==> config.mk <==
export PLATFORM = sky130hd
export DESIGN_NAME = extirq_ctrl
export DESIGN_NICKNAME = d
export VERILOG_FILES = /design/src/rtl/extirq_pkg.sv /design/src/rtl/extirq_sync.sv /design/src/rtl/extirq_regs.sv /design/src/rtl/extirq_latch.sv /design/src/rtl/extirq_ctrl.sv
export SDC_FILE = /design/constraint.sdc
export NUM_CORES = 1
export LEC_CHECK = 0
export BUFFER_PORTS_ARGS = -buffer_cell sky130_fd_sc_hd__buf_2
export CAP_MARGIN = 20
export CORE_AREA = 2 2 39 41
export CTS_BUF_LIST = sky130_fd_sc_hd__clkbuf_16
export DETAILED_ROUTE_END_ITERATION = 10
export DIE_AREA = 0 0 41 43
export GPL_TIMING_DRIVEN = 0
export PLACE_DENSITY = 0.54
export SYNTH_ARGS = -nofsm -noshare
export SYNTH_HDL_FRONTEND = slang
export SYNTH_HIERARCHICAL = 1
export SYNTH_SLANG_ARGS = --single-unit
==> constraint.sdc <==
create_clock -name clk -period 2.7 [get_ports clk]
set_clock_uncertainty 0.1 [all_clocks]
set_input_delay 0.27 -clock clk [delete_from_list [all_inputs] [get_ports clk]]
set_output_delay 0.27 -clock clk [all_outputs]
set_load 0.02 [all_outputs]
==> src/rtl/extirq_pkg.sv <==
package extirq_pkg;

    // Register bit positions (software-visible layout)
    localparam int PEND_BIT = 3;
    localparam int ACK_BIT  = 2;
    localparam int MASK_BIT = 1;
    localparam int MODE_BIT = 0;

    // Control fields held in flops
    typedef struct packed {
        logic mask;
        logic mode;
    } ctl_t;

    // Interrupt state
    typedef struct packed {
        logic latch;
        logic irq;
    } irq_st_t;

endpackage

==> src/rtl/extirq_sync.sv <==
module extirq_sync #(
    parameter int   SYNC_STAGES = 2,
    parameter logic IDLE_LEVEL  = 1'b1
) (
    input  logic clk,
    input  logic rst_n,
    input  logic pin_n,
    output logic lvl_low,
    output logic fall
);

    typedef struct packed {
        logic [SYNC_STAGES-1:0] chain;
        logic                   prev;
    } sync_st_t;

    sync_st_t st_d, st_q;
    logic     synced;

    always_comb begin
        st_d          = st_q;
        st_d.chain[0] = pin_n;
        for (int i = 1; i < SYNC_STAGES; i++) begin
            st_d.chain[i] = st_q.chain[i-1];
        end
        st_d.prev = st_q.chain[SYNC_STAGES-1];
    end

    always_ff @(posedge clk or negedge rst_n) begin
        if (!rst_n) begin
            st_q.chain <= {SYNC_STAGES{IDLE_LEVEL}};
            st_q.prev  <= IDLE_LEVEL;
        end else begin
            st_q <= st_d;
        end
    end

    assign synced  = st_q.chain[SYNC_STAGES-1];
    assign lvl_low = ~synced;
    assign fall    = st_q.prev & ~synced;

    // a detected edge lasts exactly one cycle
    a_r11_fall_single: assert property (@(posedge clk) disable iff (!rst_n)
        fall |=> !fall);

endmodule

==> src/rtl/extirq_regs.sv <==
module extirq_regs
    import extirq_pkg::*;
#(
    parameter int REG_W = 8
) (
    input  logic             clk,
    input  logic             rst_n,
    input  logic             reg_sel,
    input  logic             reg_wr,
    input  logic [REG_W-1:0] reg_wdata,
    input  logic             brk_active,
    input  logic             brk_clr_en,
    input  logic             pending,
    output logic             mask,
    output logic             mode,
    output logic             ack_eff,
    output logic [REG_W-1:0] reg_rdata
);

    localparam logic [REG_W-1:0] USED_BITS =
        (REG_W'(1) << ACK_BIT) | (REG_W'(1) << MASK_BIT) | (REG_W'(1) << MODE_BIT);

    ctl_t ctl_d, ctl_q;
    logic wr_hit;
    logic unused_wbits;

    assign wr_hit       = reg_sel & reg_wr;
    assign unused_wbits = ^(reg_wdata & ~USED_BITS);

    always_comb begin
        ctl_d = ctl_q;
        if (wr_hit) begin
            ctl_d.mask = reg_wdata[MASK_BIT];
            ctl_d.mode = reg_wdata[MODE_BIT];
        end
    end

    always_ff @(posedge clk or negedge rst_n) begin
        if (!rst_n) begin
            ctl_q <= '0;
        end else begin
            ctl_q <= ctl_d;
        end
    end

    // Acknowledge is gated by the break state
    assign ack_eff = wr_hit & reg_wdata[ACK_BIT] & (~brk_active | brk_clr_en);

    always_comb begin
        reg_rdata           = '0;
        reg_rdata[PEND_BIT] = pending;
        reg_rdata[MASK_BIT] = ctl_q.mask;
        reg_rdata[MODE_BIT] = ctl_q.mode;
    end

    assign mask = ctl_q.mask;
    assign mode = ctl_q.mode;

    // no effective acknowledge while break blocks clearing
    a_r8_no_ack_in_break: assert property (@(posedge clk) disable iff (!rst_n)
        (brk_active && !brk_clr_en) |-> !ack_eff);

endmodule

==> src/rtl/extirq_latch.sv <==
module extirq_latch
    import extirq_pkg::*;
(
    input  logic clk,
    input  logic rst_n,
    input  logic fall,
    input  logic lvl_low,
    input  logic mode,
    input  logic ack,
    input  logic mask,
    output logic pending,
    output logic irq
);

    irq_st_t st_d, st_q;
    logic    set_ev;

    always_comb begin
        set_ev = fall | (mode & lvl_low);
        st_d   = st_q;
        if (set_ev) begin
            st_d.latch = 1'b1;
        end else if (ack) begin
            st_d.latch = 1'b0;
        end
        st_d.irq = st_q.latch & ~mask;
    end

    always_ff @(posedge clk or negedge rst_n) begin
        if (!rst_n) begin
            st_q <= '0;
        end else begin
            st_q <= st_d;
        end
    end

    assign pending = st_q.latch;
    assign irq     = st_q.irq;

    // an edge always sets the latch, even against an acknowledge
    a_r3_edge_sets: assert property (@(posedge clk) disable iff (!rst_n)
        fall |=> pending);

    // level mode keeps the latch set while the pin is low
    a_r4_level_holds: assert property (@(posedge clk) disable iff (!rst_n)
        (mode && lvl_low) |=> pending);

    // an acknowledge with no competing event clears the latch
    a_r5_ack_clears: assert property (@(posedge clk) disable iff (!rst_n)
        (ack && !fall && !(mode && lvl_low)) |=> !pending);

endmodule

==> src/rtl/extirq_ctrl.sv <==
module extirq_ctrl
    import extirq_pkg::*;
#(
    parameter int REG_W       = 8,
    parameter int SYNC_STAGES = 2
) (
    input  logic             clk,
    input  logic             rst_n,
    input  logic             reg_sel,
    input  logic             reg_wr,
    input  logic [REG_W-1:0] reg_wdata,
    output logic [REG_W-1:0] reg_rdata,
    input  logic             pin_n,
    input  logic             brk_active,
    input  logic             brk_clr_en,
    output logic             cpu_irq
);

    logic lvl_low;
    logic fall;
    logic mask;
    logic mode;
    logic ack_eff;
    logic pending;

    extirq_sync #(
        .SYNC_STAGES (SYNC_STAGES),
        .IDLE_LEVEL  (1'b1)
    ) u_sync (
        .clk     (clk),
        .rst_n   (rst_n),
        .pin_n   (pin_n),
        .lvl_low (lvl_low),
        .fall    (fall)
    );

    extirq_regs #(
        .REG_W (REG_W)
    ) u_regs (
        .clk        (clk),
        .rst_n      (rst_n),
        .reg_sel    (reg_sel),
        .reg_wr     (reg_wr),
        .reg_wdata  (reg_wdata),
        .brk_active (brk_active),
        .brk_clr_en (brk_clr_en),
        .pending    (pending),
        .mask       (mask),
        .mode       (mode),
        .ack_eff    (ack_eff),
        .reg_rdata  (reg_rdata)
    );

    extirq_latch u_latch (
        .clk     (clk),
        .rst_n   (rst_n),
        .fall    (fall),
        .lvl_low (lvl_low),
        .mode    (mode),
        .ack     (ack_eff),
        .mask    (mask),
        .pending (pending),
        .irq     (cpu_irq)
    );

    // a set mask silences the request on the following cycle
    a_r6_mask_blocks: assert property (@(posedge clk) disable iff (!rst_n)
        mask |=> !cpu_irq);

    // request tracks the unmasked latch one cycle later
    a_r7_irq_follows: assert property (@(posedge clk) disable iff (!rst_n)
        (pending && !mask) |=> cpu_irq);

    // during protected break the latch cannot drop
    a_r8_break_keeps: assert property (@(posedge clk) disable iff (!rst_n)
        (brk_active && !brk_clr_en && pending) |=> pending);

endmodule

# ---- Word level (Yosys, flattened, before mapping)
# Index checks and enable logic that the tools add are counted.
dict set report classes {
  multipliers 0
  div 0
  reduce_logical 1
  bitwise 11
  n_addsub 0
  n_shift 0
  eq_ne 0
  mux 2
  n_lt_le_gt_ge 0
}
# operator count
set ops {}
lappend ops {{1-bit bitwise AND} 6}
lappend ops {{1-bit inverter} 3}
lappend ops {{1-bit 2-to-1 mux} 2}
lappend ops {{1-bit bitwise OR} 2}
lappend ops {{2-bit nonzero test} 1}
dict set report word_totals {
  mem_count 0
  mem_bits_ro 0
  ramBits 0
  latchBits 0
  output_inout_bits 9
  reg_bits 7
}

# ---- Depth between registers and ports, before layout
dict set report logic_depth {
  ltp_word 5
  mapped_depth 4
  depth_no_buf 4
}

# ---- Hierarchy
# Netlist, hierarchy kept.
# module area_per_inst_um2 cells_per_inst seq_area_each_um2 n_inst
set by_module_without_submodules {}
lappend by_module_without_submodules {extirq_regs 163.9 17 50.0 1}
lappend by_module_without_submodules {extirq_sync 88.8 5 78.8 1}
lappend by_module_without_submodules {extirq_latch 70.1 5 50.0 1}

# ---- Worst setup path after synthesis
# Ideal clock, no wire load.
dict set report synth_path {
  path_kind {register -> register}
  start {reg u_sync.st_q, in the netlist u_sync/st_d[0]}
  end {reg u_latch.st_q, in the netlist u_latch/pending}
  t_required_ns 2.474
  path_stages_with_launch 3
  path_slack_ns 1.658
  path_buffers 0
  t_arrival_ns 0.816
  synth_period_minus_slack_ns 1.042
  path_cell_list {dfstp_2 inv_1 a221o_1}
}
dict set report synth_between {
  elab_chain_len 4
  elab_cells_between_ends 6
}
# element line_no
set synth_lines {}
lappend synth_lines {{start, declared} extirq_sync.sv:17} ;# sync_st_t st_d, st_q;
lappend synth_lines {{start signal, assigned} extirq_sync.sv:34} ;# st_q <= st_d;
lappend synth_lines {{1-bit inverter (*)} extirq_sync.sv:39} ;# assign lvl_low = ~synced;
lappend synth_lines {{net lvl_low} extirq_ctrl.sv:19} ;# logic lvl_low;
lappend synth_lines {{1-bit bitwise AND (on tied branches)} {extirq_sync.sv:40, extirq_latch.sv:19}}
lappend synth_lines {{1-bit bitwise OR (*)} extirq_latch.sv:19} ;# set_ev = fall | (mode & lvl_low);
lappend synth_lines {{1-bit 2-to-1 mux / 2-bit nonzero test (equally long branches)} -}
lappend synth_lines {{end signal, assigned} extirq_latch.sv:33} ;# st_q <= st_d;
lappend synth_lines {{end, declared} extirq_latch.sv:15} ;# irq_st_t st_d, st_q;
# The timed path passes the listed nets; every way through them passes the cells marked *.
# A chain may end at the register's enable or synchronous reset.

# ---- Worst setup path in the final report
dict set report layout_path {
  start {reg u_regs.ctl_q, in the netlist u_regs/mode}
  end {out reg_rdata[0]}
}
# element line_no
set layout_lines {}
lappend layout_lines {{start, declared} extirq_regs.sv:23} ;# ctl_t ctl_d, ctl_q;
lappend layout_lines {{start signal, assigned} extirq_regs.sv:42} ;# ctl_q <= ctl_d;
lappend layout_lines {{end, declared} extirq_ctrl.sv:12} ;# output logic [REG_W-1:0] reg_rdata,
# No word-level cell between the ends.

==> impl_metrics.json <==
{
  "setup_viol": 0,
  "cts_tree": "done",
  "synth_cell_type_count": 11,
  "initial_core_util_pct": 23.33,
  "critPathMaxFanout": 3,
  "synth_edf_count": 0,
  "die_width_um": 41,
  "cts.reportedPaths.clkPinSlew_ps": 40,
  "cts_max_level": 1,
  "die_y_um": 43,
  "core_area_sq_um": 1384,
  "grt_usage_pct": 6.680,
  "rows": 14,
  "io_pins": 24,
  "grt_pass1_vias": 188,
  "synth_most_common_cell": "buf_4",
  "ir_worst_vdd_mv": 0.2927,
  "synthesis.area_sq_um": 322.8,
  "portBuffers": 13,
  "fmax_mhz": 786.2,
  "yosysWarnings": 6,
  "p_per_area_nw_per_um2": 840.2,
  "die-area_sq_um": 1763,
  "via_per_inst": 3.446,
  "layout-drive-gt1-share_pct": 61.22,
  "area_growth_pct": 58.53,
  "pre_cts_ws_ps": 1526,
  "drc": 0,
  "crit_path_start_kind": "register",
  "synth_common_cells": "buf_4 (8), dfrtp_1 (4), dfstp_2 (3), inv_1 (3)",
  "syn_inst": 27,
  "drv_cap": 0,
  "end_kind": "primary output",
  "synth_flop_cell": "dfrtp_1",
  "synth.top_cell.area_share_pct": 31.01,
  "clkSinkCount": 7,
  "clk_latency_ps": 230,
  "hp-class": "primary input to register",
  "crit_type": "register to primary output",
  "drt_iter0_markers": 4,
  "ys_ff_latch": 7,
  "yosysSeqAreaShare_pct": 55.43,
  "cts_buffers": 3,
  "place_congestion": 0.6254,
  "p_leak_nw": 0.2720,
  "dr.pass1.iters": 3,
  "postRouteAntennaNets": 0,
  "fin_tns_setup_ps": 0,
  "routed_wl_um": 474,
  "async_flop_share_pct": 100.0,
  "final_util_pct": 36.98,
  "hold_viol_final": 0,
  "grt-ovfl-total": 0,
  "status": "complete, no violations",
  "num_vias": 224,
  "post-route-min-period_ps": 1272,
  "synth_area_leaders": "dfrtp_1 (31%), dfstp_2 (24%), buf_4 (19%)",
  "power.total_uw": 430.0,
  "diodes": 0,
  "fillers": 148,
  "crit_required_ps": 2330,
  "arrival_ps": 900,
  "syn_avg_cell_area_sq_um": 11.96,
  "drv_slew": 0,
  "cts.path.max_buffers": 2,
  "rsz0062_at_grt": "false",
  "grt_start_max_net_pins": 8,
  "antenna_found_initial": 0,
  "synth_top_cell_by_area": "dfrtp_1",
  "finalCritPeriodShare_pct": 47.11,
  "nets": 65,
  "wl_per_cell_um": 7.292,
  "grt_first_pass_wirelength_um": 703,
  "cts_resized": 0,
  "fin_ws_ps": 1428,
  "root_buffer": "clkbuf_16"
}
timing repair:
action	CTS	global route
setup buffers	0	0
endpoints found under the hold margin	7	0
hold buffers	1	0
area by class of cell:
class	instances	area, sq um	area share, %
multi-input cells	13	87.58	17.11
clock inverters	1	3.754	0.7335
repair buffers	14	75.07	14.67
flip-flops and latches	7	178.9	34.96
plain buffers	8	60.06	11.74
well taps	16	20.02	3.912
clock buffers	3	75.07	14.67
inverters	3	11.26	2.200
power by group:
part	switching [mW]	total, mW	internal [mW]
Clock	0.0530	0.245	0.192
Sequential	0.00613	0.124	0.118
Combinational	0.0288	0.0606	0.0318
Total	0.0879	0.430	0.342
metal layers:
| metal | GRT usage (%) | up-vias | wire (um) |
|---|---|---|---|
| li1 | - | 116 | - |
| met2 | 7.500 | 14 | 194 |
| met3 | 4.712 | 0 | 68 |
| met1 | 7.921 | 94 | 211 |
| met4 | 6.000 | 0 | 0 |
| met5 | 0 | - | 0 |
logic make-up after synthesis:
kind of cell           count (synthesis)  synth area share, %
AOI/OAI and AO/OA                      2                4.650
buffers and inverters                 11                22.09
DFF                                    7                55.43
muxes                                  2                9.303
other                                  1                1.162
and+or+nand+nor                        4                7.363
flip-flops by register name, summed over array words and instances, names as in the netlist:
register,cells
u_latch/irq,1
u_sync/st_q,1
u_regs/mask,1
u_latch/pending,1
u_sync/st_d,2
u_regs/mode,1
critical path, cell delays in order (launching register included):
cell and delay [ps]:
dfrtp_1 390, buf_4 140, buf_2 150
per-stage QoR:
step	cells	hold WS, ps	instance area (sq um)
after floorplan	31	-125.6	337.8
after global placement	60	6.408	422.9
after detailed placement	60	6.950	422.9
after CTS	65	45.02	511.7
after global routing	65	44.94	511.7
final	65	43.59	511.7
path summary, 6_finish.rpt:
kind / cells past startpoint / start / slack (ps) / to
setup / recovery: 2 / u_regs/mode / 1430 / reg_rdata[0]
hold reg to reg: 0 / u_sync/st_d[2] / 250 / u_sync/st_d[0]
setup reg to reg: 2 / u_sync/st_d[0] / 1640 / u_latch/pending
hold / removal: 1 / pin_n / 40 / u_sync/st_d[2]
max in group asynchronous: 2 / rst_n / 1970 / u_sync/st_q[0]
min in group asynchronous: 2 / rst_n / 300 / u_latch/pending
cell usage in the layout, fill, tap and decap left out:
master	instances
nand2_2	1
dlygate4sd3_1	1
conb_1	5
inv_1	4
buf_2	13
a221o_1	1
dfrtp_1	4
mux2_4	2
nor2b_1	2
nand3_1	1
a21oi_1	1
dfstp_2	3
buf_4	8
clkbuf_16	3
Note: power is estimated with default switching activity, not from simulation.
